$ cat config.mk
export PLATFORM = sky130hd
export DESIGN_NAME = line_burst_writer
export DESIGN_NICKNAME = d
export VERILOG_FILES = /design/src/rtl/lbw_pkg.sv /design/src/rtl/lbw_ack_sync.sv /design/src/rtl/lbw_wait_wdog.sv /design/src/rtl/lbw_beat_fsm.sv /design/src/rtl/line_burst_writer.sv
export SDC_FILE = /design/constraint.sdc
export NUM_CORES = 1
export LEC_CHECK = 0
export ABC_AREA = 1
export BUFFER_PORTS_ARGS = -buffer_cell sky130_fd_sc_hd__buf_2
export CAP_MARGIN = 30
export CORE_AREA = 2 2 189 191
export DETAILED_ROUTE_END_ITERATION = 8
export DIE_AREA = 0 0 191 193
export PLACE_DENSITY = 0.5
export SYNTH_ARGS = -nofsm -noshare
export SYNTH_HDL_FRONTEND = slang
export SYNTH_HIERARCHICAL = 1
export SYNTH_SLANG_ARGS = --single-unit
$ cat constraint.sdc
create_clock -name clk -period 3 [get_ports clk]
set_clock_uncertainty 0.2 [all_clocks]
set_input_delay 0.3 -clock clk [delete_from_list [all_inputs] [get_ports clk]]
set_output_delay 0.3 -clock clk [all_outputs]
set_load 0.1 [all_outputs]
$ cat src/rtl/lbw_pkg.sv
package lbw_pkg;
   typedef enum logic [1:0] {
      ST_IDLE  = 2'd0,
      ST_ADDR  = 2'd1,
      ST_DRIVE = 2'd2,
      ST_HOLD  = 2'd3
   } lbw_state_e;
endpackage

$ cat src/rtl/lbw_ack_sync.sv
module lbw_ack_sync #(
   parameter int STAGES = 2
) (
   input  logic clk,
   input  logic rst_n,
   input  logic ack_raw,
   output logic ack_sync
);
   generate
      if (STAGES < 2) begin : g_bad
         $error("lbw_ack_sync: STAGES must be at least 2");
      end
   endgenerate

   logic [STAGES-1:0] chain;

   // Falling-edge chain: the result is settled before the next rising edge.
   always_ff @(negedge clk or negedge rst_n) begin
      if (!rst_n) chain <= '0;
      else        chain <= {chain[STAGES-2:0], ack_raw};
   end

   assign ack_sync = chain[STAGES-1];
endmodule

$ cat src/rtl/lbw_wait_wdog.sv
module lbw_wait_wdog #(
   parameter int CNT_W = 8
) (
   input  logic             clk,
   input  logic             rst_n,
   input  logic             clr,
   input  logic             tick,
   input  logic [CNT_W-1:0] limit,
   output logic             expire
);
   logic [CNT_W-1:0] cnt;

   always_ff @(posedge clk or negedge rst_n) begin
      if (!rst_n)    cnt <= '0;
      else if (clr)  cnt <= '0;
      else if (tick) cnt <= cnt + 1'b1;
   end

   // cnt holds the ackless hold clocks before this one.
   assign expire = (limit != '0) && tick && (cnt == limit - 1'b1);
endmodule

$ cat src/rtl/lbw_beat_fsm.sv
module lbw_beat_fsm
   import lbw_pkg::*;
#(
   parameter int BEATS = 4,
   parameter int IDX_W = 2
) (
   input  logic             clk,
   input  logic             rst_n,
   input  logic             go,
   input  logic [IDX_W-1:0] go_idx,
   input  logic             ack,
   input  logic             expire,
   output lbw_state_e       state,
   output logic [IDX_W-1:0] beat,
   output logic [IDX_W-1:0] idx,
   output logic             done,
   output logic             timeout
);
   localparam logic [IDX_W-1:0] LAST = IDX_W'(BEATS - 1);

   always_ff @(posedge clk or negedge rst_n) begin
      if (!rst_n) begin
         state   <= ST_IDLE;
         beat    <= '0;
         idx     <= '0;
         done    <= 1'b0;
         timeout <= 1'b0;
      end else begin
         done    <= 1'b0;
         timeout <= 1'b0;
         case (state)
            ST_IDLE: begin
               if (go) begin
                  state <= ST_ADDR;
                  beat  <= '0;
                  idx   <= go_idx;
               end
            end
            ST_ADDR:  state <= ST_DRIVE;
            ST_DRIVE: state <= ST_HOLD;
            ST_HOLD: begin
               if (ack) begin
                  if (beat == LAST) begin
                     state <= ST_IDLE;
                     done  <= 1'b1;
                  end else begin
                     state <= ST_DRIVE;
                     beat  <= beat + 1'b1;
                     idx   <= idx + 1'b1;
                  end
               end else if (expire) begin
                  state   <= ST_IDLE;
                  timeout <= 1'b1;
               end
            end
            default: state <= ST_IDLE;
         endcase
      end
   end
endmodule

$ cat src/rtl/line_burst_writer.sv
module line_burst_writer
   import lbw_pkg::*;
#(
   parameter int ADDR_W      = 32,
   parameter int DATA_W      = 32,
   parameter int BEATS       = 4,
   parameter int SYNC_STAGES = 2,
   parameter int WDOG_W      = 8,
   localparam int OFS        = $clog2(DATA_W / 8),
   localparam int IDX_W      = $clog2(BEATS),
   localparam int LW_W       = ADDR_W - OFS,
   localparam int HI_W       = LW_W - IDX_W
) (
   input  logic                    clk,
   input  logic                    rst_n,
   input  logic                    req_valid,
   input  logic [LW_W-1:0]         req_lw_addr,
   input  logic [BEATS*DATA_W-1:0] req_data,
   input  logic                    req_super,
   input  logic [WDOG_W-1:0]       wdog_limit,
   input  logic                    ack_raw,
   output logic                    busy,
   output logic                    bus_start,
   output logic [ADDR_W-1:0]       bus_addr,
   output logic [DATA_W-1:0]       bus_data,
   output logic                    bus_data_oe,
   output logic                    bus_super,
   output logic                    done,
   output logic                    timeout
);
   generate
      if (DATA_W < 8 || (DATA_W & (DATA_W - 1)) != 0) begin : g_bad_dw
         $error("line_burst_writer: DATA_W must be a power of two >= 8");
      end
      if (BEATS < 2 || (BEATS & (BEATS - 1)) != 0) begin : g_bad_beats
         $error("line_burst_writer: BEATS must be a power of two >= 2");
      end
      if (HI_W < 1) begin : g_bad_aw
         $error("line_burst_writer: ADDR_W too small for the line");
      end
      if (WDOG_W < 1) begin : g_bad_wd
         $error("line_burst_writer: WDOG_W must be positive");
      end
   endgenerate

   lbw_state_e        state;
   logic [IDX_W-1:0]  beat, idx;
   logic              ack_sync, expire, go, in_hold;
   logic [HI_W-1:0]   base_hi;
   logic              super_q;
   logic [DATA_W-1:0] words [BEATS];

   assign go      = req_valid && (state == ST_IDLE);
   assign in_hold = (state == ST_HOLD);

   lbw_ack_sync #(.STAGES(SYNC_STAGES)) u_sync (
      .clk      (clk),
      .rst_n    (rst_n),
      .ack_raw  (ack_raw),
      .ack_sync (ack_sync)
   );

   lbw_wait_wdog #(.CNT_W(WDOG_W)) u_wdog (
      .clk    (clk),
      .rst_n  (rst_n),
      .clr    (!in_hold || ack_sync),
      .tick   (in_hold && !ack_sync),
      .limit  (wdog_limit),
      .expire (expire)
   );

   lbw_beat_fsm #(.BEATS(BEATS), .IDX_W(IDX_W)) u_fsm (
      .clk     (clk),
      .rst_n   (rst_n),
      .go      (go),
      .go_idx  (req_lw_addr[IDX_W-1:0]),
      .ack     (ack_sync),
      .expire  (expire),
      .state   (state),
      .beat    (beat),
      .idx     (idx),
      .done    (done),
      .timeout (timeout)
   );

   // Request capture: the request is held for the whole burst.
   always_ff @(posedge clk or negedge rst_n) begin
      if (!rst_n) begin
         base_hi <= '0;
         super_q <= 1'b1;
      end else if (go) begin
         base_hi <= req_lw_addr[LW_W-1:IDX_W];
         super_q <= req_super;
      end
   end

   for (genvar g = 0; g < BEATS; g++) begin : g_word
      always_ff @(posedge clk or negedge rst_n) begin
         if (!rst_n)  words[g] <= '0;
         else if (go) words[g] <= req_data[g*DATA_W +: DATA_W];
      end
   end

   assign busy        = (state != ST_IDLE);
   assign bus_start   = (state == ST_ADDR);
   assign bus_data_oe = (state == ST_DRIVE) || in_hold;
   assign bus_addr    = busy ? {base_hi, idx, {OFS{1'b0}}} : '0;
   assign bus_data    = bus_data_oe ? words[beat] : '0;
   assign bus_super   = bus_data_oe ? super_q : 1'b1;
endmodule

# == Word-level counts from Yosys, hierarchy flattened ==
# Cells that the tools add are included.
# word_totals
ff_bits,175
in_bits,171
# classes
muxes,27
addsub,4
reduce_logical,15
bitwise,1
n_eq_ne,9
magnitude_cmp,1
# ops
cell,n
two-way mux 32 bit,4
binary-select mux 32 bit (select 2 bit),1
two-way mux 2 bit,10
two-way mux 8 bit,2
"adder 8 x 1 -> 8 bit, second input constant",1
equality test 8 bit,1
case mux 2 bit (2 select lines),2
case mux 2 bit (4 select lines),1
nonzero test 8 bit,1
"subtractor 8 x 1 -> 8 bit, second input constant",1
two-way mux 1 bit,7
"equality test 2 bit, second input constant",3
nonzero test 2 bit,3
"adder 2 x 1 -> 2 bit, second input constant",2
logical AND 1 bit,4
"!= test 2 bit, second input constant",2
AND reduction 4 bit,1
"greater-or-equal comparator 3 bit, second input constant",1
"!= test 3 x 2 -> 1 bit, second input constant",1
NOT 2 -> 3 bit,1
"equality test 2 x 1 -> 1 bit, second input constant",1
logical NOT 1 bit,2
logical NOT 2 bit,1
logical OR 1 bit,2
2 further kinds,2

# == Depth between registers and ports, before layout ==
# logic_depth
ltp_word,7
mapped_depth,13
depth_no_buf,13

# == Cells and area by module ==
# The synthesis kept the hierarchy.
# modules_own_cells
module,area_per_inst_um2,cells_each,seq_area_each_um2,instances
line_burst_writer,7407.1,960,3930.0,1
lbw_wait_wdog,762.0,129,200.2,1
lbw_beat_fsm,427.9,58,200.2,1
lbw_ack_sync,50.0,2,50.0,1

==> reports/metrics.yaml <==
placement:
  hpwl_um: 17600
  io_buffers: 238
  dp_slack_ns: -0.0759
  dpl_cell_area_um2: 10800
  routabilityCongestion: 0.785
global_routing:
  grt_pass1_wl_um: 43100
  grt_use_met1: 0.190
  met2_usage: 0.250
  antenna_found_initial: 1
  track_usage: 0.148
  grt_use_met3: 0.0346
  globalRoute.busiestLayer: "met2"
  grt_max_degree: 70
  overflow: 0
  grt_pass1_vias: 8445
critical_path:
  required_ns: 3.13
  cp_max_fo: 2
  start_kind: "flip-flop"
  cp.arrival_ns: 3.11
  crit_path_end_kind: "flip-flop"
  rrSetupSlack_ns: 0.02
  critPathKind: "reg2reg"
run:
  drv_cap: 0
power:
  leakage_nw: 6.47
  irDropWorstVdd_mv: 1.04
  pwr_density_cell_nw_per_um2: 1240
  p_total_w: 0.0162
clocking:
  cts_tree: "done"
  path_clk_slew_ns: 0.07
  h-tree-depth: 4
  clock_path_buffers: 2
  clock_latency_ns: 0.44
  numCtsBuffers: 17
  cts_root_buffer: "clkbuf_16"
  clkSinkCount: 175
finish:
  final_cell_mix: "350 x nand2_1, 205 x buf_2, 187 x inv_1"
  finalInstanceArea_um2: 13100
  final_nets: 1705
  final_core_util: 0.373
  area_growth_pct: 51.0
  final_common_cell: "nand2_1"
  diodes: 0
  fillers: 3630
  drive_gt1_frac: 0.207
routing:
  vias_per_cell: 4.19
  drtIter0Drc: 392
  vias: 8398
  dr.pass1.iters: 4
  drc_errors: 0
  avgRoutedWirePerCell_um: 13.4
  antenna_left: 0
  drt_wl_total_um: 26900
yosys:
  syn_area_um2: 8650
  yosysSeqAreaShare: 0.507
  syn_area_per_cell_um2: 7.53
  yosysWarnings: 6
  synth.ff_latch_count: 175
  synth_edf_count: 0
  synthCells: 1149
  synth-async-reset-ratio: 1.00
  synth_top_flop_cell: "dfrtp_1"
  yosysUniqueCellTypes: 29
floorplanning:
  core-area_um2: 35000
  die_h_um: 193
  fp.dieArea_um2: 36900
  ios: 241
  start_util: 0.247
  rows: 69
  die_w_um: 191
sta:
  tns_ns: 0
  fin_ws_ns: 0.0164
  setup_viol: 0
  maxSlewHeadroom: 0.569
  drv_slew: 0
  hold_viol: 0
  rsz0062_at_grt: "yes"
  worst_slew_pin_slew_ns: 0.646
status:
  status: "finished, final reports clean"
worst_hold_path:
  hold_path.class: "in2async"
where the power goes:
group | internal (W) | total, W | switching (W)
clock network | 0.00134 | 0.00232 | 0.000979
logic | 0.00290 | 0.0101 | 0.00722
registers | 0.00345 | 0.00378 | 0.000335
total | 0.00769 | 0.0162 | 0.00854
kinds of logic after synthesis:
kind of cell	after synthesis	share of synthesized area
compound gates	199	0.115
xor+xnor	2	0.00203
fa+ha+maj	4	0.00579
buf+inv	262	0.129
flops	175	0.507
other cells	1	0.000434
simple gates	506	0.240
stage by stage:
step / instances / hold WS, ns
after global placement: 1807 / -0.0454
final: 2004 / 0.101
after global routing: 2004 / 0.0913
after floorplan: 1150 / -0.196
after detailed placement: 1808 / -0.0483
after CTS: 2002 / 0.0946
sequential cells by signal, indices dropped and copies added, names as in the netlist:
signal and cells:
u_fsm/beat 2, words 128, u_fsm/idx 2, u_sync/chain 2
base_hi 28, super_q 1, u_fsm/timeout 1, u_wdog/cnt 8
u_fsm/done 1, u_fsm/state 2
Yosys cell counts (2+ instances only):
master / count / share of area
nand4_1: 10 / 0.0072
buf_1: 5 / 0.0022
nor2_2: 4 / 0.0029
xor2_1: 2 / 0.0020
nand3_1: 81 / 0.047
buf_4: 14 / 0.012
o21ai_0: 28 / 0.016
ha_1: 4 / 0.0058
a21oi_1: 35 / 0.020
buf_6: 7 / 0.0091
nand2_1: 350 / 0.15
buf_2: 23 / 0.013
nor3_1: 4 / 0.0023
o21ai_1: 135 / 0.078
dfrtp_1: 172 / 0.50
inv_1: 189 / 0.082
clkbuf_1: 14 / 0.0061
dfrtn_1: 2 / 0.0058
inv_2: 8 / 0.0035
nor3_2: 2 / 0.0023
nor2_1: 48 / 0.021
nand2_2: 4 / 0.0029
clkinv_1: 2 / 0.00087
path summary, 6_finish.rpt:
check                                  endpoint            start  cells after the start
worst max-delay path             u_fsm/state[1]  u_sync/chain[1]                     10
worst min-delay path                 words[103]            rst_n                      2
worst max register to register   u_fsm/state[1]  u_sync/chain[1]                     10
worst min register to register  u_sync/chain[1]  u_sync/chain[0]                      0
max in group asynchronous       u_sync/chain[0]            rst_n                      2
min in group clk                u_sync/chain[1]  u_sync/chain[0]                      0
timing repair:
item,in CTS,in global routing
hold buffers,161,0
pin swaps,0,3
endpoints found under the setup margin,2,6
endpoints found under the hold margin,280,0
gates resized for setup,3,2
setup buffers,1,2
final cells by class:
class | instances | area [um2] | share of cell area
inverters | 199 | 757 | 0.0580
repair buffers | 424 | 3560 | 0.273
multi-input cells | 713 | 3170 | 0.243
clock buffers | 24 | 502 | 0.0384
flip-flops and latches | 175 | 4380 | 0.336
well taps | 461 | 577 | 0.0442
clock inverters | 8 | 104 | 0.00795
routing by layer:
layer	up-vias	routed length, um
met2	181	12900
met5	-	8
li1	4294	-
met4	2	353
met3	22	1230
met1	3899	12400
critical path: stages (launching register included):
cell     delay [ns]
dfrtn_1        0.37
nor3_4         0.15
nand3_1        0.09
nor2_1         0.10
nand2_1        0.05
nor2_1         0.08
nand2_1        0.06
nor2_2         0.10
nor2_1         0.05
nand2_1        0.08
nand2_1        0.06
Note: power is estimated with default switching activity, not from simulation.
